<file path="config.mk">
export PLATFORM = sky130hd
export DESIGN_NAME = ir_ring_seq
export DESIGN_NICKNAME = d
export VERILOG_FILES = /design/src/rtl/ir_ring_pkg.sv /design/src/rtl/ir_ring_regs.sv /design/src/rtl/ir_ring_idx.sv /design/src/rtl/ir_ring_fsm.sv /design/src/rtl/ir_ring_seq.sv
export SDC_FILE = /design/constraint.sdc
export NUM_CORES = 1
export LEC_CHECK = 0
export BUFFER_PORTS_ARGS = -buffer_cell sky130_fd_sc_hd__buf_2
export CAP_MARGIN = 10
export CORE_ASPECT_RATIO = 0.75
export CORE_UTILIZATION = 55
export CTS_BUF_LIST = sky130_fd_sc_hd__clkbuf_2
export DETAILED_ROUTE_END_ITERATION = 8
export PLACE_DENSITY = 0.87
export SYNTH_ARGS = -nofsm -noshare
export SYNTH_HDL_FRONTEND = slang
export SYNTH_SLANG_ARGS = --single-unit
</file>
<file path="constraint.sdc">
create_clock -name clk_i -period 2.27 [get_ports clk_i]
set_input_delay 0.454 -clock clk_i [delete_from_list [all_inputs] [get_ports clk_i]]
set_output_delay 0.454 -clock clk_i [all_outputs]
set_load 0.02 [all_outputs]
</file>
<file path="src/rtl/ir_ring_pkg.sv">
package ir_ring_pkg;
  localparam int ADDR_W    = 32;
  localparam int NIB_W     = 4;
  localparam int IDX_W     = NIB_W + 2;
  localparam int SLOT_LSB  = 3;
  localparam int ALIGN_LSB = SLOT_LSB + IDX_W + 1;
  localparam int LEN_W     = 12;
  localparam int RA_W      = 3;
  localparam int HI_W      = ADDR_W - ALIGN_LSB - 16;

  localparam logic [RA_W-1:0] RA_RXIDX  = 3'd0;
  localparam logic [RA_W-1:0] RA_TXIDX  = 3'd1;
  localparam logic [RA_W-1:0] RA_BASE_L = 3'd2;
  localparam logic [RA_W-1:0] RA_BASE_M = 3'd3;
  localparam logic [RA_W-1:0] RA_BASE_H = 3'd4;
  localparam logic [RA_W-1:0] RA_SIZE   = 3'd5;
  localparam logic [RA_W-1:0] RA_PROMPT = 3'd6;

  typedef enum logic [2:0] {S_IDLE, S_RD0, S_RD1, S_RUN, S_WLEN, S_WCTL} seq_st_e;
endpackage

</file>
<file path="src/rtl/ir_ring_regs.sv">
module ir_ring_regs
  import ir_ring_pkg::*;
(
  input  logic              clk_i,
  input  logic              rst_ni,
  input  logic              we_i,
  input  logic [RA_W-1:0]   addr_i,
  input  logic [7:0]        wdata_i,
  output logic [7:0]        rdata_o,
  input  logic [IDX_W-1:0]  rx_idx_i,
  input  logic [IDX_W-1:0]  tx_idx_i,
  output logic [ADDR_W-1:0] base_o,
  output logic [7:0]        size_o,
  output logic              prompt_o
);
  logic [7:0]      base_l_q, base_m_q, size_q;
  logic [HI_W-1:0] base_h_q;

  always_ff @(posedge clk_i or negedge rst_ni) begin
    if (!rst_ni) begin
      base_l_q <= '0;
      base_m_q <= '0;
      base_h_q <= '0;
      size_q   <= '0;
    end else if (we_i) begin
      case (addr_i)
        RA_BASE_L: base_l_q <= wdata_i;
        RA_BASE_M: base_m_q <= wdata_i;
        RA_BASE_H: base_h_q <= wdata_i[HI_W-1:0];
        RA_SIZE:   size_q   <= wdata_i;
        default: ;
      endcase
    end
  end

  assign base_o   = {base_h_q, base_m_q, base_l_q, {ALIGN_LSB{1'b0}}};
  assign size_o   = size_q;
  assign prompt_o = we_i && (addr_i == RA_PROMPT) && wdata_i[0];

  always_comb begin
    rdata_o = '0;
    case (addr_i)
      RA_RXIDX:  rdata_o = 8'(rx_idx_i);
      RA_TXIDX:  rdata_o = 8'(tx_idx_i);
      RA_BASE_L: rdata_o = base_l_q;
      RA_BASE_M: rdata_o = base_m_q;
      RA_BASE_H: rdata_o = 8'(base_h_q);
      RA_SIZE:   rdata_o = size_q;
      default:   rdata_o = '0;
    endcase
  end
endmodule

</file>
<file path="src/rtl/ir_ring_idx.sv">
module ir_ring_idx
  import ir_ring_pkg::*;
(
  input  logic             clk_i,
  input  logic             rst_ni,
  input  logic [NIB_W-1:0] size_nib_i,
  input  logic             adv_i,
  output logic [IDX_W-1:0] idx_o
);
  logic [IDX_W-1:0] mask;
  assign mask = {size_nib_i, 2'b11};

  always_ff @(posedge clk_i or negedge rst_ni) begin
    if (!rst_ni)    idx_o <= '0;
    else if (adv_i) idx_o <= (idx_o + 1'b1) & mask;
  end

  AST_WRAP_ZERO: assert property (@(posedge clk_i) disable iff (!rst_ni)
    adv_i && idx_o == mask && $stable(size_nib_i) |=> idx_o == '0);
  AST_STEP_ONE: assert property (@(posedge clk_i) disable iff (!rst_ni)
    adv_i && idx_o < mask |=> idx_o == $past(idx_o) + 1'b1);
  AST_HOLD_IDLE: assert property (@(posedge clk_i) disable iff (!rst_ni)
    !adv_i |=> $stable(idx_o));
endmodule

</file>
<file path="src/rtl/ir_ring_fsm.sv">
module ir_ring_fsm
  import ir_ring_pkg::*;
(
  input  logic              clk_i,
  input  logic              rst_ni,
  input  logic [ADDR_W-1:0] base_i,
  input  logic [IDX_W-1:0]  rx_idx_i,
  input  logic [IDX_W-1:0]  tx_idx_i,
  input  logic              prompt_i,
  output logic              adv_rx_o,
  output logic              adv_tx_o,
  output logic              mem_req_o,
  output logic              mem_we_o,
  output logic [ADDR_W-1:0] mem_addr_o,
  output logic [3:0]        mem_be_o,
  output logic [31:0]       mem_wdata_o,
  input  logic              mem_ready_i,
  input  logic [31:0]       mem_rdata_i,
  output logic              job_valid_o,
  output logic              job_tx_o,
  output logic [ADDR_W-1:0] job_buf_o,
  output logic [LEN_W-1:0]  job_len_o,
  output logic [7:0]        job_ctl_o,
  input  logic              done_valid_i,
  input  logic [LEN_W-1:0]  done_len_i,
  input  logic [7:0]        done_flags_i,
  output logic              rx_done_o,
  output logic              tx_done_o
);
  seq_st_e           st_q;
  logic              cur_tx_q;
  logic [1:0]        pend_q, pend_clr;
  logic [LEN_W-1:0]  len_q, dlen_q;
  logic [7:0]        ctl_q, dflg_q, ctl_out;
  logic [ADDR_W-1:0] buf_q, slot_addr;
  logic [IDX_W-1:0]  idx_cur;
  logic              xfer, owned, wb_done;

  assign idx_cur   = cur_tx_q ? tx_idx_i : rx_idx_i;
  assign slot_addr = {base_i[ADDR_W-1:ALIGN_LSB], cur_tx_q, idx_cur, {SLOT_LSB{1'b0}}};
  assign xfer      = mem_req_o && mem_ready_i;
  assign owned     = mem_rdata_i[31];
  assign wb_done   = (st_q == S_WCTL) && xfer;
  // rx: status bits 6:1; tx: keep request bits 6:2, report underrun in bit 0
  assign ctl_out   = cur_tx_q ? {1'b0, ctl_q[6:2], 1'b0, dflg_q[0]}
                              : {1'b0, dflg_q[6:1], 1'b0};

  always_comb begin
    mem_req_o   = 1'b0;
    mem_we_o    = 1'b0;
    mem_be_o    = 4'b0000;
    mem_addr_o  = slot_addr;
    mem_wdata_o = '0;
    case (st_q)
      S_RD0: mem_req_o = 1'b1;
      S_RD1: begin
        mem_req_o  = 1'b1;
        mem_addr_o = slot_addr | ADDR_W'(4);
      end
      S_WLEN: begin
        mem_req_o   = 1'b1;
        mem_we_o    = 1'b1;
        mem_be_o    = 4'b0011;
        mem_wdata_o = {16'b0, {(16-LEN_W){1'b0}}, dlen_q};
      end
      S_WCTL: begin
        mem_req_o   = 1'b1;
        mem_we_o    = 1'b1;
        mem_be_o    = 4'b1000;
        mem_wdata_o = {ctl_out, 24'b0};
      end
      default: ;
    endcase
  end

  always_comb begin
    pend_clr = 2'b00;
    if (st_q == S_RD0 && xfer && !owned) pend_clr = cur_tx_q ? 2'b10 : 2'b01;
  end

  always_ff @(posedge clk_i or negedge rst_ni) begin
    if (!rst_ni) begin
      st_q      <= S_IDLE;
      cur_tx_q  <= 1'b0;
      pend_q    <= 2'b00;
      len_q     <= '0;
      ctl_q     <= '0;
      buf_q     <= '0;
      dlen_q    <= '0;
      dflg_q    <= '0;
      rx_done_o <= 1'b0;
      tx_done_o <= 1'b0;
    end else begin
      pend_q    <= prompt_i ? 2'b11 : (pend_q & ~pend_clr);
      rx_done_o <= wb_done && !cur_tx_q;
      tx_done_o <= wb_done && cur_tx_q && ctl_q[2];
      case (st_q)
        S_IDLE: begin
          if (pend_q[1]) begin
            cur_tx_q <= 1'b1;
            st_q     <= S_RD0;
          end else if (pend_q[0]) begin
            cur_tx_q <= 1'b0;
            st_q     <= S_RD0;
          end
        end
        S_RD0: if (xfer) begin
          if (owned) begin
            len_q <= mem_rdata_i[LEN_W-1:0];
            ctl_q <= mem_rdata_i[31:24];
            st_q  <= S_RD1;
          end else begin
            st_q  <= S_IDLE;
          end
        end
        S_RD1: if (xfer) begin
          buf_q <= mem_rdata_i;
          st_q  <= S_RUN;
        end
        S_RUN: if (done_valid_i) begin
          dlen_q <= done_len_i;
          dflg_q <= done_flags_i;
          st_q   <= cur_tx_q ? S_WCTL : S_WLEN;
        end
        S_WLEN: if (xfer) st_q <= S_WCTL;
        S_WCTL: if (xfer) st_q <= S_IDLE;
        default: st_q <= S_IDLE;
      endcase
    end
  end

  assign adv_rx_o    = wb_done && !cur_tx_q;
  assign adv_tx_o    = wb_done && cur_tx_q;
  assign job_valid_o = (st_q == S_RUN);
  assign job_tx_o    = cur_tx_q;
  assign job_buf_o   = buf_q;
  assign job_len_o   = len_q;
  assign job_ctl_o   = ctl_q;

  AST_REQ_HOLD: assert property (@(posedge clk_i) disable iff (!rst_ni)
    mem_req_o && !mem_ready_i |=> mem_req_o && $stable(mem_addr_o) && $stable(mem_we_o) && $stable(mem_wdata_o));
  AST_LEN_FIRST: assert property (@(posedge clk_i) disable iff (!rst_ni)
    mem_we_o && mem_be_o == 4'b1000 && !cur_tx_q && $past(mem_be_o) != 4'b1000 |-> $past(mem_be_o) == 4'b0011);
  AST_EV_EXCL: assert property (@(posedge clk_i) disable iff (!rst_ni)
    !(rx_done_o && tx_done_o));
  AST_JOB_NO_MEM: assert property (@(posedge clk_i) disable iff (!rst_ni)
    !(job_valid_o && mem_req_o));
  AST_JOB_STABLE: assert property (@(posedge clk_i) disable iff (!rst_ni)
    job_valid_o && !done_valid_i |=> job_valid_o && $stable(job_buf_o) && $stable(job_ctl_o));
endmodule

</file>
<file path="src/rtl/ir_ring_seq.sv">
module ir_ring_seq
  import ir_ring_pkg::*;
(
  input  logic              clk_i,
  input  logic              rst_ni,
  input  logic              reg_we_i,
  input  logic [RA_W-1:0]   reg_addr_i,
  input  logic [7:0]        reg_wdata_i,
  output logic [7:0]        reg_rdata_o,
  output logic              mem_req_o,
  output logic              mem_we_o,
  output logic [ADDR_W-1:0] mem_addr_o,
  output logic [3:0]        mem_be_o,
  output logic [31:0]       mem_wdata_o,
  input  logic              mem_ready_i,
  input  logic [31:0]       mem_rdata_i,
  output logic              job_valid_o,
  output logic              job_tx_o,
  output logic [ADDR_W-1:0] job_buf_o,
  output logic [LEN_W-1:0]  job_len_o,
  output logic [7:0]        job_ctl_o,
  input  logic              done_valid_i,
  input  logic [LEN_W-1:0]  done_len_i,
  input  logic [7:0]        done_flags_i,
  output logic              rx_done_o,
  output logic              tx_done_o
);
  logic [ADDR_W-1:0]           base;
  logic [7:0]                  size;
  logic                        prompt;
  logic [1:0]                  adv;
  logic [1:0][IDX_W-1:0]       idx;

  ir_ring_regs u_regs (
    .clk_i, .rst_ni,
    .we_i(reg_we_i), .addr_i(reg_addr_i), .wdata_i(reg_wdata_i), .rdata_o(reg_rdata_o),
    .rx_idx_i(idx[0]), .tx_idx_i(idx[1]),
    .base_o(base), .size_o(size), .prompt_o(prompt)
  );

  // index 0: receive half, index 1: transmit half
  for (genvar g = 0; g < 2; g++) begin : g_idx
    ir_ring_idx u_idx (
      .clk_i, .rst_ni,
      .size_nib_i(size[g*NIB_W +: NIB_W]),
      .adv_i(adv[g]),
      .idx_o(idx[g])
    );
  end

  ir_ring_fsm u_fsm (
    .clk_i, .rst_ni,
    .base_i(base), .rx_idx_i(idx[0]), .tx_idx_i(idx[1]), .prompt_i(prompt),
    .adv_rx_o(adv[0]), .adv_tx_o(adv[1]),
    .mem_req_o, .mem_we_o, .mem_addr_o, .mem_be_o, .mem_wdata_o, .mem_ready_i, .mem_rdata_i,
    .job_valid_o, .job_tx_o, .job_buf_o, .job_len_o, .job_ctl_o,
    .done_valid_i, .done_len_i, .done_flags_i,
    .rx_done_o, .tx_done_o
  );

  AST_REQ_IN_RING: assert property (@(posedge clk_i) disable iff (!rst_ni)
    mem_req_o |-> mem_addr_o[ADDR_W-1:ALIGN_LSB] == base[ADDR_W-1:ALIGN_LSB]);
endmodule

</file>
Yosys cells after proc, flatten, opt, wreduce, memory -nomap -nowiden

Index checks and enable logic that the tools add are counted.

Input port bits: 68
Bits in registers: 121

Equality and inequality tests: 17
Bitwise operators: 4
Reductions and logical operators: 25
Mux-type cells: 23
$add $sub $neg: 2

Operator list:

| kind                                                   | count |
|---|---|
| one-hot mux 32 bit (2 select lines)                    | 1 |
| one-hot mux 8 bit (6 select lines)                     | 1 |
| 2-to-1 mux 3 bit                                       | 8 |
| one-hot mux 3 bit (6 select lines)                     | 1 |
| equality test 3 bit (second input constant)            | 5 |
| AND reduction 2 bit                                    | 7 |
| adder 6 x 1 -> 6 bit (second input constant)           | 2 |
| bitwise AND 6 bit                                      | 2 |
| equality test 3 x 2 -> 1 bit (second input constant)   | 4 |
| inequality test 2 x 1 -> 1 bit (second input constant) | 5 |
| logical AND 1 bit                                      | 9 |
| 2-to-1 mux 2 bit                                       | 4 |
| one-hot mux 4 bit (2 select lines)                     | 1 |
| 2-to-1 mux 7 bit                                       | 1 |
| equality test 3 x 1 -> 1 bit (second input constant)   | 2 |
| logical NOT 3 bit                                      | 2 |
| 2-to-1 mux 6 bit                                       | 1 |
| AND reduction 6 bit                                    | 1 |
| 2-to-1 mux 1 bit                                       | 5 |
| OR reduction 4 bit                                     | 1 |
| inequality test 3 x 1 -> 1 bit (second input constant) | 1 |
| AND reduction 3 bit                                    | 1 |
| bitwise AND 2 bit                                      | 1 |
| logical NOT 1 bit                                      | 2 |
| other kinds (3)                                        | 3 |

Depth between registers and ports, before layout

Gate-level depths: netlist of run 1.

Depth after elaboration: 10
Depth in mapped cells: 6
Gate-level depth less buffers: 4

By module

A second synthesis of run 1 with hierarchy kept.

Cell total of the unflattened synthesis: 449
Area total of the unflattened synthesis: 5816.8 µm²

Modules (own cells, without submodules):

| module       | cells an instance | area each (µm²) | instances |
|---|---|---|---|
| ir_ring_fsm  | 271               | 3641.0          | 1 |
| ir_ring_regs | 126               | 1602.8          | 1 |
| ir_ring_idx  | 26                | 286.5           | 2 |

Least setup slack after synthesis of run 1

Ideal clock, no wire load.

Kind: register to output
Start point: register u_fsm.st_q[2]
End point: output mem_be_o[1]
Arrival time: 1.522 ns
Stages on the path, launching flop included: 6
Required time: 1.816 ns
Slack: 0.294 ns
Path buffers: 3
Path through: dfrtp_1 buf_2 nor2b_1 buf_2 and2_1 buf_4

Longest elaborated chain between the ends: 2

Ends and longest elaborated chain:

| what                                 | line               | text |
|---|---|---|
| start: declaration                   | ir_ring_fsm.sv:30  | `seq_st_e st_q;` |
| start signal: assignment             | ir_ring_fsm.sv:123 | `st_q <= cur_tx_q ? S_WCTL : S_WLEN;` |
| equality test 3 bit                  | ir_ring_fsm.sv:54  | `case (st_q)` |
| one-hot mux 4 bit (2 select lines) * | ir_ring_fsm.sv:54  |  |
| end: declaration                     | ir_ring_seq.sv:13  | `output logic [3:0] mem_be_o,` |

Mark *: on every way between the ends. The rest lies on a longest branch, timed or not.

Worst setup path after layout of run 1

Start point: register u_fsm.st_q[2]
End point: output mem_wdata_o[24]

Longest elaborated chain between the ends: 2

Ends and longest elaborated chain:

| what                                  | line              | text |
|---|---|---|
| equality test 3 bit                   | ir_ring_fsm.sv:54 |  |
| one-hot mux 32 bit (2 select lines) * | ir_ring_fsm.sv:54 |  |
| end: declaration                      | ir_ring_seq.sv:14 | `output logic [31:0] mem_wdata_o,` |

Marked as above.

==> qor_table.md, run 1 <==
| Parameter | This run | Unit |
|---|---|---|
| Total Wirelength | 17530 | um |
| Slew margin rel. | 0.6119 | - |
| Post-synthesis mux area share | 0.2534 | - |
| Met1 Track Usage GR | 0.3610 | - |
| Startpoint type of the worst setup path | register | - |
| Maximum cell stage delay along the critical path | 0.46 | ns |
| Leak | 3.932 | nW |
| Area delta synth->final | 47.20 | % |
| Number of levels in the clock H-tree | 4 | - |
| Leading cell types by total area after synthesis | sky130_fd_sc_hd__dfrtp_1 (54%), sky130_fd_sc_hd__mux2_2 (21%), sky130_fd_sc_hd__buf_4 (3.0%) | - |
| Busiest metal layer after global routing | met2 | - |
| FF-to-FF path depth | 7 | - |
| Global Route Usage Sum | 0.2945 | - |
| Setup Skew | 0.02494 | ns |
| Post-synthesis adder-cell area fraction | 0.004493 | - |
| Number of setup violations in the final report | 15 | - |
| Die extent in y | 89.15 | um |
| Detail-routed net length per standard cell | 20.34 | um |
| Cell Pwr Density | 1280 | nW/um2 |
| Total standard cell area after synthesis | 5569 | um2 |
| Number of port buffers | 184 | - |
| Count of vias placed by the detailed router | 4795 | - |
| Vias in the first global route | 4571 | - |
| Starting DRT DRC Count | 324 | - |
| Met3 global-route usage | 0.07653 | - |
| Share of the synthesized area in compound gates (AO/OA/AOI/OAI) | 0.04988 | - |
| Worst slack at placement | 0.2085 | ns |
| Final Cell Area | 8198 | um2 |
| Outcome | finished with violations | - |
| Data arrival time of the critical path | 1.96 | ns |
| Critical path buffer and inverter count | 2 | - |
| Unrepaired setup endpoints after global routing | true | - |
| Seq/Total Area, Yosys | 0.5437 | - |
| Fraction of final layout cells sized beyond drive strength 1 | 0.5775 | - |
| Final worst path period share | 1.064 | - |
| Max-cap violations | 0 | - |
| Top flip-flop cell by instance count after synthesis | sky130_fd_sc_hd__dfrtp_1 | - |
| CTS buffer count | 17 | - |
| Leading post-synthesis cells by instance count | sky130_fd_sc_hd__dfrtp_1 (121), sky130_fd_sc_hd__mux2_2 (102), sky130_fd_sc_hd__buf_4 (22) | - |
| Cell area reported after detailed placement | 6555 | um2 |
| Timing startpoint of the critical path | u_fsm.st_q[2] | - |
| Stages on worst setup path | 5 | - |
| Die width | 118.2 | um |
| Setup slack after layout | -0.1445 | ns |
| Global route overflow | 0 | - |
| Clock-pin slew on the worst setup and hold paths | 0.19 | ns |
| Number of different library cells in the post-synthesis netlist | 50 | - |
| Starting density of the core | 0.5720 | - |
| Number of synthesized flops with an enable pin | 0 | - |
| Non-filler cells in the finished layout | 862 | - |
| Max IR drop VDD | 0.0009065 | V |
| Post-layout net count | 786 | - |
| Top-area cell type share of the netlist area | 0.5437 | - |
| Max Fanout on Critical Path | 7 | - |
| Fraction of registers with async set or reset after synthesis | 1.000 | - |
| I/O pin count | 202 | - |
| Yosys warns | 0 | - |
| Shortest period the worst path allows | 2.415 | ns |
| Post-detailed-route count of antenna-violating nets | 0 | - |
| Critical path endpoint | mem_wdata_o[24] | - |
| Failing checks | setup timing | - |
| Worst flop-to-flop path endpoint | u_fsm.job_buf_o[30] | - |
| Global routing met2 resource utilization | 0.5032 | - |
| Routability Congestion | 0.9034 | - |
| Flops & latches, synth | 121 | - |
| Cells along the critical path | nand2_2, or2_4, inv_2, and3_4, buf_6 | - |
| Library cell with the highest instance count after synthesis | sky130_fd_sc_hd__dfrtp_1 | - |
| Post-detail-place hpwl | 9551 | um |
| Clock sinks | 121 | - |
| Mean Syn Cell Area | 12.83 | um2 |
| Share of synthesized cell area in and, or, nand and nor gates | 0.08964 | - |
| Dominant combinational cell family by area after synthesis | multiplexers | - |
| Total Die Area | 10540 | um2 |
| Data required time of the worst path | 1.82 | ns |
| Nature of the critical path endpoint | primary output | - |
| Count of fill cells added during filler insertion | 479 | - |
| Final-report hold violation count | 0 | - |
| Number of remaining DRC errors | 0 | - |
| Clock latency reported for the late side of the worst-skew pair | 0.70 | ns |
| Reg2Reg Launch Point | u_fsm.st_q[0] | - |
| Final Max Slew Viols | 0 | - |
| Number of antenna violations at the first check in global routing | 0 | - |
| Min-delay worst type | input pin to register | - |
| Drt first pass iters | 5 | - |
| Wire length of the first global-routing pass | 23230 | um |
| Final Util | 0.8421 | - |
| Vias/cell | 5.563 | - |
| Max Buffers Root-to-Sink | 2 | - |
| Top Family by Delay on Critical Path | simple AND/OR/NAND/NOR gates | - |
| Max Fclk | 414.2 | MHz |
| Root cell of the clock tree | sky130_fd_sc_hd__clkbuf_2 | - |
| Critical path start-end classification | register to primary output | - |
| Post-Synth XOR/XNOR Area | 0.003145 | - |
| Worst path slowest cell | sky130_fd_sc_hd__dfrtp_2 | - |
| Placed instance count | 737 | - |
| Number of placement rows | 31 | - |
| Number of standard cells after synthesis | 434 | - |
| CTS tree | yes | - |
| Library cell occupying the most area in the post-synthesis netlist | sky130_fd_sc_hd__dfrtp_1 | - |
| Floorplan Core Area | 9736 | um2 |
| Maximum number of pins on one net before global-route repair | 110 | - |
| Transition time at the pin with the least slew margin | 0.5822 | ns |
| Internal reg-to-reg setup slack | 0.17 | ns |
[power by group]
group / switching [W] / internal (W) / total, W
Combinational: 0.00267 / 0.00239 / 0.00506
Sequential: 0.000705 / 0.00303 / 0.00374
Clock: 0.000940 / 0.000752 / 0.00169
[worst reg2reg max path, stage by stage, from the launching register on]
cell                      delay, ns
sky130_fd_sc_hd__dfrtp_2       0.47
sky130_fd_sc_hd__buf_6         0.15
sky130_fd_sc_hd__buf_6         0.12
sky130_fd_sc_hd__nor3b_4       0.23
sky130_fd_sc_hd__buf_4         0.15
sky130_fd_sc_hd__and2_1        0.17
sky130_fd_sc_hd__buf_4         0.30
sky130_fd_sc_hd__mux2_1        0.40
[flip-flops by register name, indices dropped and copies added, names as in the netlist, 7 cells and up]
| name | flops |
|---|---|
| u_regs.size_o | 8 |
| u_fsm.dlen_q | 12 |
| u_fsm.dflg_q | 7 |
| u_fsm.job_len_o | 12 |
| u_regs.base_m_q | 8 |
| u_fsm.job_buf_o | 32 |
| u_regs.base_l_q | 8 |
| g_idx.u_idx.idx_o | 12 |
| u_fsm.job_ctl_o | 8 |
[per-stage QoR]
step                      setup TNS, ns  power [W]  hold slack, ns
after floorplan                       0   0.006119          0.1584
after global placement                0   0.007210          0.3074
after detailed placement              0   0.007394          0.3069
after CTS                       -0.4949   0.009475        0.005433
after global routing             -4.105    0.01095        -0.02353
final                            -1.014    0.01049         0.03890
[worst min path at each step]
stage / to / cells past startpoint / slack (ns) / start
6_report: u_regs.base_m_q[4] / 2 / 0.04 / reg_wdata_i[4]
5_1_grt: u_regs.base_m_q[4] / 2 / -0.02 / reg_wdata_i[4]
4_1_cts: u_regs.base_l_q[2] / 2 / 0.005 / reg_wdata_i[2]
3_5_place_dp: u_fsm.dlen_q[10] / 1 / 0.31 / rst_ni
3_3_place_gp: u_fsm.job_buf_o[12] / 1 / 0.31 / rst_ni
2_1_floorplan: g_idx[0].u_idx.idx_o[0] / 0 / 0.16 / rst_ni
[layout by cell type, fill, tap and decap left out, types with 4 or more instances in the layout]
cell type	instances
sky130_fd_sc_hd__a21oi_1	7
sky130_fd_sc_hd__and3_4	13
sky130_fd_sc_hd__buf_2	148
sky130_fd_sc_hd__buf_4	44
sky130_fd_sc_hd__buf_6	35
sky130_fd_sc_hd__bufinv_16	4
sky130_fd_sc_hd__clkbuf_2	17
sky130_fd_sc_hd__clkinv_4	4
sky130_fd_sc_hd__conb_1	16
sky130_fd_sc_hd__dfrtp_1	113
sky130_fd_sc_hd__dfrtp_2	8
sky130_fd_sc_hd__dlygate4sd3_1	57
sky130_fd_sc_hd__inv_1	6
sky130_fd_sc_hd__inv_6	4
sky130_fd_sc_hd__mux2_1	6
sky130_fd_sc_hd__mux2_2	97
sky130_fd_sc_hd__mux2_4	5
sky130_fd_sc_hd__mux2i_1	10
sky130_fd_sc_hd__mux2i_4	4
sky130_fd_sc_hd__nand2_1	20
sky130_fd_sc_hd__nand2b_1	6
sky130_fd_sc_hd__nand3_1	7
sky130_fd_sc_hd__nand3b_1	5
sky130_fd_sc_hd__nor2_1	8
sky130_fd_sc_hd__nor2_4	4
sky130_fd_sc_hd__nor2b_1	4
sky130_fd_sc_hd__o21ai_0	11
sky130_fd_sc_hd__o22ai_1	4
[cells by family after synthesis]
| family | Yosys count |
|---|---|
| multiplexers | 125 |
| AO/OA/AOI/OAI | 42 |
| flip-flops | 121 |
| other | 1 |
| buffers and inverters | 51 |
| AND/OR/NAND/NOR | 90 |
| adder cells (fa/ha/maj) | 2 |
| XOR/XNOR | 2 |
[area by class of cell]
cell class | instances | area (um2) | share of cell area
inverter | 10 | 41.29 | 0.005037
clock buffer | 17 | 85.08 | 0.01038
timing repair inverter | 1 | 7.507 | 0.0009158
sequential | 121 | 3038 | 0.3706
antenna | 1 | 2.502 | 0.0003053
clock inverter | 15 | 214.0 | 0.02610
multi-input combinational | 277 | 2524 | 0.3078
timing repair buffer | 288 | 2121 | 0.2587
tap | 132 | 165.2 | 0.02015
[metal layers]
| layer | vias up | wire length, um |
|---|---|---|
| li1 | 2079 | - |
| met1 | 2417 | 6575 |
| met2 | 250 | 9205 |
| met3 | 49 | 1175 |
| met4 | 0 | 576 |
| met5 | - | 0 |
[repair_timing]
action,in CTS,in global routing
hold endpoints to repair,186,7
resized for setup,33,105
pin swaps,7,10
setup endpoints to repair,34,35
hold buffers,55,2
cloned,0,3
buffers inserted,22,10
No activity file was read; power rests on OpenSTA's default activity.
==> inputs of run 2 (changes only) <==
--- a/config.mk
+++ b/config.mk
@@ -5,6 +5,7 @@
 export SDC_FILE = /design/constraint.sdc
 export NUM_CORES = 1
 export LEC_CHECK = 0
+export ABC_AREA = 1
 export BUFFER_PORTS_ARGS = -buffer_cell sky130_fd_sc_hd__buf_2
 export CAP_MARGIN = 10
 export CORE_ASPECT_RATIO = 0.75
==> run 2 against run 1 <==
Against the previous run: the run still ends with setup timing left; sequential share of layout area rose by 2.9 points; combinational power is 26% lower; clock power shrank 8%; power shrank 16%; synthesized area rose by 1.8%; die area rose by 1.7%; first-iteration DRC count increased by 4.9%; count of clock-buffer cells in the layout up 3; clock skew is 0.0097 ns lower; setup slack gained 0.076 ns; maximum frequency increased by 3.3%; largest cell class unchanged.
==> qor_table.md, run 2 <==
| Parameter | This run | Unit |
|---|---|---|
| Maximum number of pins on one net before global-route repair | 53 | - |
| Number of levels in the clock H-tree | 4 | - |
| Final worst path period share | 1.030 | - |
| Cell depth of the worst hold path | 3 | - |
| Global Route Usage Sum | 0.2663 | - |
| Cell Pwr Density | 1154 | nW/um2 |
| Min-delay worst type | input pin to register | - |
| Floorplan Core Area | 9852 | um2 |
| Die extent in y | 89.92 | um |
| Count of vias placed by the detailed router | 5383 | - |
| Critical path start-end classification | register to primary output | - |
| Data arrival time of the critical path | 1.88 | ns |
| Starting DRT DRC Count | 340 | - |
| Worst path slowest cell | sky130_fd_sc_hd__dfrtp_1 | - |
| Number of standard cells after synthesis | 675 | - |
| Worst-case hold slack | 0.02104 | ns |
| Number of antenna violations at the first check in global routing | 0 | - |
| Pwr Total | 0.008779 | W |
| Post-synthesis adder-cell area fraction | 0.004415 | - |
| Starting density of the core | 0.5753 | - |
| Post-detailed-route count of antenna-violating nets | 0 | - |
| Cells along the critical path | inv_2, nor2_4, nand2_4, nor2_4, nand2_1, o21ai_1, buf_4 | - |
| Commonest non-fill, non-tap cell in the layout | sky130_fd_sc_hd__nand2_1 | - |
| Unrepaired setup endpoints after global routing | true | - |
| Most frequent cells in the layout | sky130_fd_sc_hd__nand2_1 (198), sky130_fd_sc_hd__buf_2 (160), sky130_fd_sc_hd__dfrtp_1 (112) | - |
| Stages on worst setup path | 7 | - |
| Leading cell types by total area after synthesis | sky130_fd_sc_hd__dfrtp_1 (53%), sky130_fd_sc_hd__nand2_1 (13%), sky130_fd_sc_hd__o21ai_0 (4.9%) | - |
| Total standard cell area after synthesis | 5668 | um2 |
| Failing checks | setup timing | - |
| Dominant combinational cell family by area after synthesis | simple AND/OR/NAND/NOR gates | - |
| Area delta synth->final | 34.17 | % |
| Drt first pass iters | 5 | - |
| Vias/cell | 5.083 | - |
| I/O pin count | 202 | - |
| Fraction of registers with async set or reset after synthesis | 1.000 | - |
| Number of placement rows | 31 | - |
| Wire length of the first global-routing pass | 22490 | um |
| Largest register FFs | 32 | - |
| Top Family by Delay on Critical Path | simple AND/OR/NAND/NOR gates | - |
| Clock-pin slew on the worst setup and hold paths | 0.19 | ns |
| Count of fill cells added during filler insertion | 684 | - |
| Clock latency reported for the late side of the worst-skew pair | 0.67 | ns |
| Nature of the critical path endpoint | primary output | - |
| Max IR drop VDD | 0.0006778 | V |
| Share of the synthesized area in compound gates (AO/OA/AOI/OAI) | 0.1126 | - |
| Number of port buffers | 184 | - |
| Non-filler cells in the finished layout | 1059 | - |
| Setup slack after layout | -0.06848 | ns |
| Max Fanout on Critical Path | 5 | - |
| Total Wirelength | 15200 | um |
| Post-layout net count | 984 | - |
| Placed instance count | 966 | - |
| Routability Congestion | 0.8368 | - |
| Yosys warns | 0 | - |
| Number of setup violations in the final report | 19 | - |
| Clock sinks | 121 | - |
| CTS tree | yes | - |
| Library cell with the highest instance count after synthesis | sky130_fd_sc_hd__nand2_1 | - |
| Post-synthesis mux area share | 0 | - |
| Fraction of final layout cells sized beyond drive strength 1 | 0.3236 | - |
| Shortest period the worst path allows | 2.338 | ns |
| Post-detail-place hpwl | 9546 | um |
| FF-to-FF path depth | 9 | - |
| Number of different library cells in the post-synthesis netlist | 29 | - |
| Antenna cell count | 0 | - |
| Vias in the first global route | 4758 | - |
| Total Die Area | 10720 | um2 |
| CTS buffer count | 17 | - |
| Maximum cell stage delay along the critical path | 0.42 | ns |
| Max Buffers Root-to-Sink | 2 | - |
| Outcome | finished with violations | - |
| Leading post-synthesis cells by instance count | sky130_fd_sc_hd__nand2_1 (201), sky130_fd_sc_hd__dfrtp_1 (121), sky130_fd_sc_hd__inv_1 (67) | - |
| Mean Syn Cell Area | 8.397 | um2 |
| Max Fclk | 427.6 | MHz |
| Slew margin rel. | 0.6280 | - |
| CP most frequent cell | sky130_fd_sc_hd__nor2_4 | - |
| Critical path buffer and inverter count | 2 | - |
| Die width | 119.2 | um |
| Final-report hold violation count | 0 | - |
| Number of synthesized flops with an enable pin | 0 | - |
| Worst slack at placement | 0.3464 | ns |
| Leak | 4.207 | nW |
| Setup Skew | 0.01523 | ns |
| Post-Synth XOR/XNOR Area | 0.003091 | - |
| Seq/Total Area, Yosys | 0.5342 | - |
| Top-area cell type share of the netlist area | 0.5342 | - |
| Transition time at the pin with the least slew margin | 0.5560 | ns |
| Share of synthesized cell area in and, or, nand and nor gates | 0.2375 | - |
| Library cell occupying the most area in the post-synthesis netlist | sky130_fd_sc_hd__dfrtp_1 | - |
| Flops & latches, synth | 121 | - |
| Top flip-flop cell by instance count after synthesis | sky130_fd_sc_hd__dfrtp_1 | - |
| Detail-routed net length per standard cell | 14.36 | um |
| Root cell of the clock tree | sky130_fd_sc_hd__clkbuf_2 | - |
| Number of remaining DRC errors | 0 | - |
| Final Max Slew Viols | 0 | - |
| Startpoint type of the worst setup path | register | - |
| Global route overflow | 0 | - |
| Max-cap violations | 0 | - |
| Data required time of the worst path | 1.82 | ns |
-- run 2: final timing paths --
kind                                    start             endpoint  slack (ns)
setup / recovery                u_fsm.st_q[0]      mem_wdata_o[26]       -0.07
hold / removal                mem_rdata_i[24]   u_fsm.job_ctl_o[0]        0.02
setup reg to reg                u_fsm.st_q[1]      u_fsm.dlen_q[0]        0.33
hold reg to reg            u_fsm.job_ctl_o[7]   u_fsm.job_ctl_o[7]        0.49
max in group asynchronous              rst_ni  u_fsm.job_buf_o[26]        1.38
min in group asynchronous              rst_ni  u_fsm.job_buf_o[12]        0.27
-- run 2: cell families (layout without fill, tap and decap cells) --
kind of cell,after synthesis,in the layout
xor gates and xnor gates,2,2
other,1,16
buffers and inverters,121,357
AOI/OAI and AO/OA,116,116
adders and majority gates,2,2
and+or+nand+nor,312,313
DFF,121,121
-- run 2: cell type report --
type	count	area (um2)	share of cell area
Sequential cell	121	3039	0.3996
Multi-Input combinational cell	449	2193	0.2884
Timing Repair Buffer	249	1635	0.2150
Inverter	76	297.8	0.03916
Clock inverter	12	173.9	0.02287
Tap cell	132	165.2	0.02172
Clock buffer	20	100.1	0.01316
-- run 2: through the flow --
stage | util | setup TNS (ns) | cell area (um2)
floorplan | - | 0 | 5724
global placement | 0.6652 | 0 | 6554
detailed placement | 0.6652 | 0 | 6554
CTS | 0.7314 | -0.1930 | 7206
global route | 0.7719 | -2.512 | 7605
finish | 0.7719 | -0.7183 | 7605
-- run 2: power by group --
part / internal, W / switching (W) / leakage, nW
Combinational: 0.00137 / 0.00238 / 2.56
Sequential: 0.00293 / 0.000548 / 1.49
Clock: 0.000734 / 0.000819 / 0.158
Total: 0.00503 / 0.00375 / 4.21
-- run 2: per-layer routing --
| metal | share of wire | track usage |
|---|---|---|
| met1 | 0.43 | 0.3535 |
| met2 | 0.49 | 0.4390 |
| met3 | 0.071 | 0.06536 |
| met4 | 0.0090 | 0.06751 |
| met5 | 0 | 0 |
-- run 2: worst reg2reg max path, cell delays in order, from the launching register on --
cell	delay, ns
sky130_fd_sc_hd__dfrtp_2	0.49
sky130_fd_sc_hd__buf_6	0.14
sky130_fd_sc_hd__buf_4	0.14
sky130_fd_sc_hd__nand3_2	0.10
sky130_fd_sc_hd__inv_4	0.06
sky130_fd_sc_hd__buf_4	0.13
sky130_fd_sc_hd__buf_4	0.12
sky130_fd_sc_hd__nand2_2	0.41
sky130_fd_sc_hd__nor2_1	0.13
sky130_fd_sc_hd__a21oi_1	0.15
-- run 2: what timing repair did --
action,CTS,global route
gates resized for setup,38,46
setup buffers,10,13
pin swaps,8,5
setup endpoints to repair,30,34
gates cloned,1,0
hold buffers,18,19
endpoints found under the hold margin,52,21
==> inputs of run 3 (changes only) <==
--- a/config.mk
+++ b/config.mk
@@ -12,6 +12,7 @@
 export CORE_UTILIZATION = 55
 export CTS_BUF_LIST = sky130_fd_sc_hd__clkbuf_2
 export DETAILED_ROUTE_END_ITERATION = 8
+export GPL_TIMING_DRIVEN = 0
 export PLACE_DENSITY = 0.87
 export SYNTH_ARGS = -nofsm -noshare
 export SYNTH_HDL_FRONTEND = slang
==> run 3 against run 2 <==
Against the previous run: the run still ends with setup timing left; sequential power about the same; core utilization increased by 5.9 points; via count increased by 8.4%; count of clock-buffer cells in the layout decreased by 2; combinational power increased by 14%; first-iteration DRC count increased by 95%; final cell count increased by 4.2%; critical path type unchanged; critical endpoint unchanged; maximum frequency decreased by 0.88%; highest routed layer unchanged; critical path depth decreased by 1.
==> qor_table.md, run 3 (synthesis gave the netlist of run 2 again) <==
| Parameter | This run | Unit |
|---|---|---|
| Post-detail-place hpwl | 10300 | um |
| Global Route Usage Sum | 0.2944 | - |
| Max-cap violations | 0 | - |
| Final Max Slew Viols | 0 | - |
| Number of placement rows | 31 | - |
| Starting density of the core | 0.5753 | - |
| Final Cell Area | 8183 | um2 |
| Total Wirelength | 17660 | um |
| Clock-pin slew on the worst setup and hold paths | 0.18 | ns |
| Maximum number of pins on one net before global-route repair | 78 | - |
| Wire length of the first global-routing pass | 24760 | um |
| Post-layout net count | 1029 | - |
| Total Neg Setup Slack | -0.8807 | ns |
| Failing checks | setup timing | - |
| Most frequent cells in the layout | sky130_fd_sc_hd__nand2_1 (197), sky130_fd_sc_hd__buf_2 (159), sky130_fd_sc_hd__dfrtp_1 (115) | - |
| Area taken by multi-input logic gates | 2271 | um2 |
| Post-detailed-route count of antenna-violating nets | 0 | - |
| Worst slack at placement | 0.3453 | ns |
| Startpoint type of the worst setup path | register | - |
| Total Die Area | 10720 | um2 |
| Unrepaired setup endpoints after global routing | true | - |
| Reg2Reg Launch Point | u_fsm.st_q[1] | - |
| Clock latency reported for the late side of the worst-skew pair | 0.69 | ns |
| Setup Skew | 0.02868 | ns |
| Final-report hold violation count | 0 | - |
| Clock sinks | 121 | - |
| Critical path buffer and inverter count | 1 | - |
| Global route overflow | 0 | - |
| Max Fanout on Critical Path | 5 | - |
| Number of port buffers | 181 | - |
| Cells along the critical path | nor2_4, nand2_4, nor2_4, nand2_1, o21ai_1, buf_4 | - |
| Critical path start-end classification | register to primary output | - |
| CP most frequent cell | sky130_fd_sc_hd__nor2_4 | - |
| Nature of the critical path endpoint | primary output | - |
| Commonest non-fill, non-tap cell in the layout | sky130_fd_sc_hd__nand2_1 | - |
| Data required time of the worst path | 1.82 | ns |
| Shortest period the worst path allows | 2.359 | ns |
| Max Fclk | 423.9 | MHz |
| Top Family by Delay on Critical Path | flip-flops | - |
| Setup slack after layout | -0.08930 | ns |
| Cell area reported after detailed placement | 6829 | um2 |
| Max Buffers Root-to-Sink | 2 | - |
| Antenna cell count | 0 | - |
| Timing startpoint of the critical path | u_fsm.st_q[1] | - |
| Data arrival time of the critical path | 1.91 | ns |
| Leak | 4.446 | nW |
| Vias/cell | 5.292 | - |
| CTS buffer count | 17 | - |
| Die width | 119.2 | um |
| Detail-routed net length per standard cell | 16.01 | um |
| Floorplan Core Area | 9852 | um2 |
| Count of vias placed by the detailed router | 5837 | - |
| Fraction of final layout cells sized beyond drive strength 1 | 0.3532 | - |
| Routability Congestion | 0.8827 | - |
| Starting DRT DRC Count | 664 | - |
| Count of fill cells added during filler insertion | 606 | - |
| Largest register FFs | 32 | - |
| Drt first pass iters | 6 | - |
| Number of antenna violations at the first check in global routing | 0 | - |
| Worst path slowest cell | sky130_fd_sc_hd__dfrtp_2 | - |
| Root cell of the clock tree | sky130_fd_sc_hd__clkbuf_2 | - |
| Area taken by flip-flops and latches | 3035 | um2 |
| Area delta synth->final | 44.37 | % |
| Die extent in y | 89.92 | um |
| Final worst path period share | 1.039 | - |
| Number of remaining DRC errors | 0 | - |
| Maximum cell stage delay along the critical path | 0.53 | ns |
| Outcome | finished with violations | - |
| Vias in the first global route | 5209 | - |
| Min-delay worst type | input pin to register | - |
| I/O pin count | 202 | - |
| Number of levels in the clock H-tree | 4 | - |
| Max IR drop VDD | 0.0008107 | V |
| Launch point of the worst hold path | done_flags_i[2] | - |
| Cell Pwr Density | 1126 | nW/um2 |
| Number of setup violations in the final report | 20 | - |
| CTS tree | yes | - |
| Final Util | 0.8306 | - |
-- run 3: area by class of cell --
class | instances | share of cell area
flip-flops and latches | 121 | 0.3709
clock inverters | 13 | 0.01881
inverters | 76 | 0.03853
repair buffers | 252 | 0.2194
plain buffers | 43 | 0.04358
well taps | 132 | 0.02018
clock buffers | 18 | 0.01101
multi-input cells | 448 | 0.2775
-- run 3: metrics by stage --
step           hold slack [ns]  power (W)  std cells
3_3_place_gp            0.4435   0.006662       1003
3_5_place_dp            0.4027   0.006774       1004
2_1_floorplan           0.1584   0.005587        690
6_report               0.03179   0.009211       1103
4_1_cts              0.0003161   0.008502       1083
5_1_grt             -0.0003096   0.009728       1103
-- run 3: what timing repair did --
item	4_1_cts	5_1_grt
setup endpoints to repair	29	36
resized for setup	56	95
hold buffers	37	8
pin swaps	5	9
gates cloned	0	3
setup buffers	11	11
hold endpoints to repair	84	9
-- run 3: where the power goes --
group          total [W]  switching, W  internal, W
clock network    0.00144      0.000839     0.000604
registers        0.00348      0.000554      0.00293
logic            0.00429       0.00263      0.00166
-- run 3: metal layers --
layer  track usage  wire [um]  vias up
met5             0          0        -
met4       0.09388        640        0
met3       0.08566       1578       67
met2        0.4787       8508      347
met1        0.3798       6930     2731
li1              -          -     2692
-- run 3: worst register-to-register path: cells and delay by family (launching register included) --
kind	cells	cell delay, ns
buffers and inverters	4	0.66
DFF	1	0.53
and+or+nand+nor	3	0.28
AOI/OAI and AO/OA	1	0.14
-- run 3: worst paths after layout --
| kind | endpoint | slack [ns] | cells past startpoint |
|---|---|---|---|
| setup / recovery | mem_wdata_o[26] | -0.09 | 6 |
| hold / removal | u_fsm.dflg_q[2] | 0.03 | 3 |
| setup reg to reg | u_fsm.dlen_q[2] | 0.57 | 8 |
| hold reg to reg | u_fsm.job_buf_o[19] | 0.49 | 2 |
| max in group asynchronous | g_idx[1].u_idx.idx_o[2] | 1.28 | 3 |
| min in group asynchronous | u_fsm.job_buf_o[13] | 0.24 | 2 |
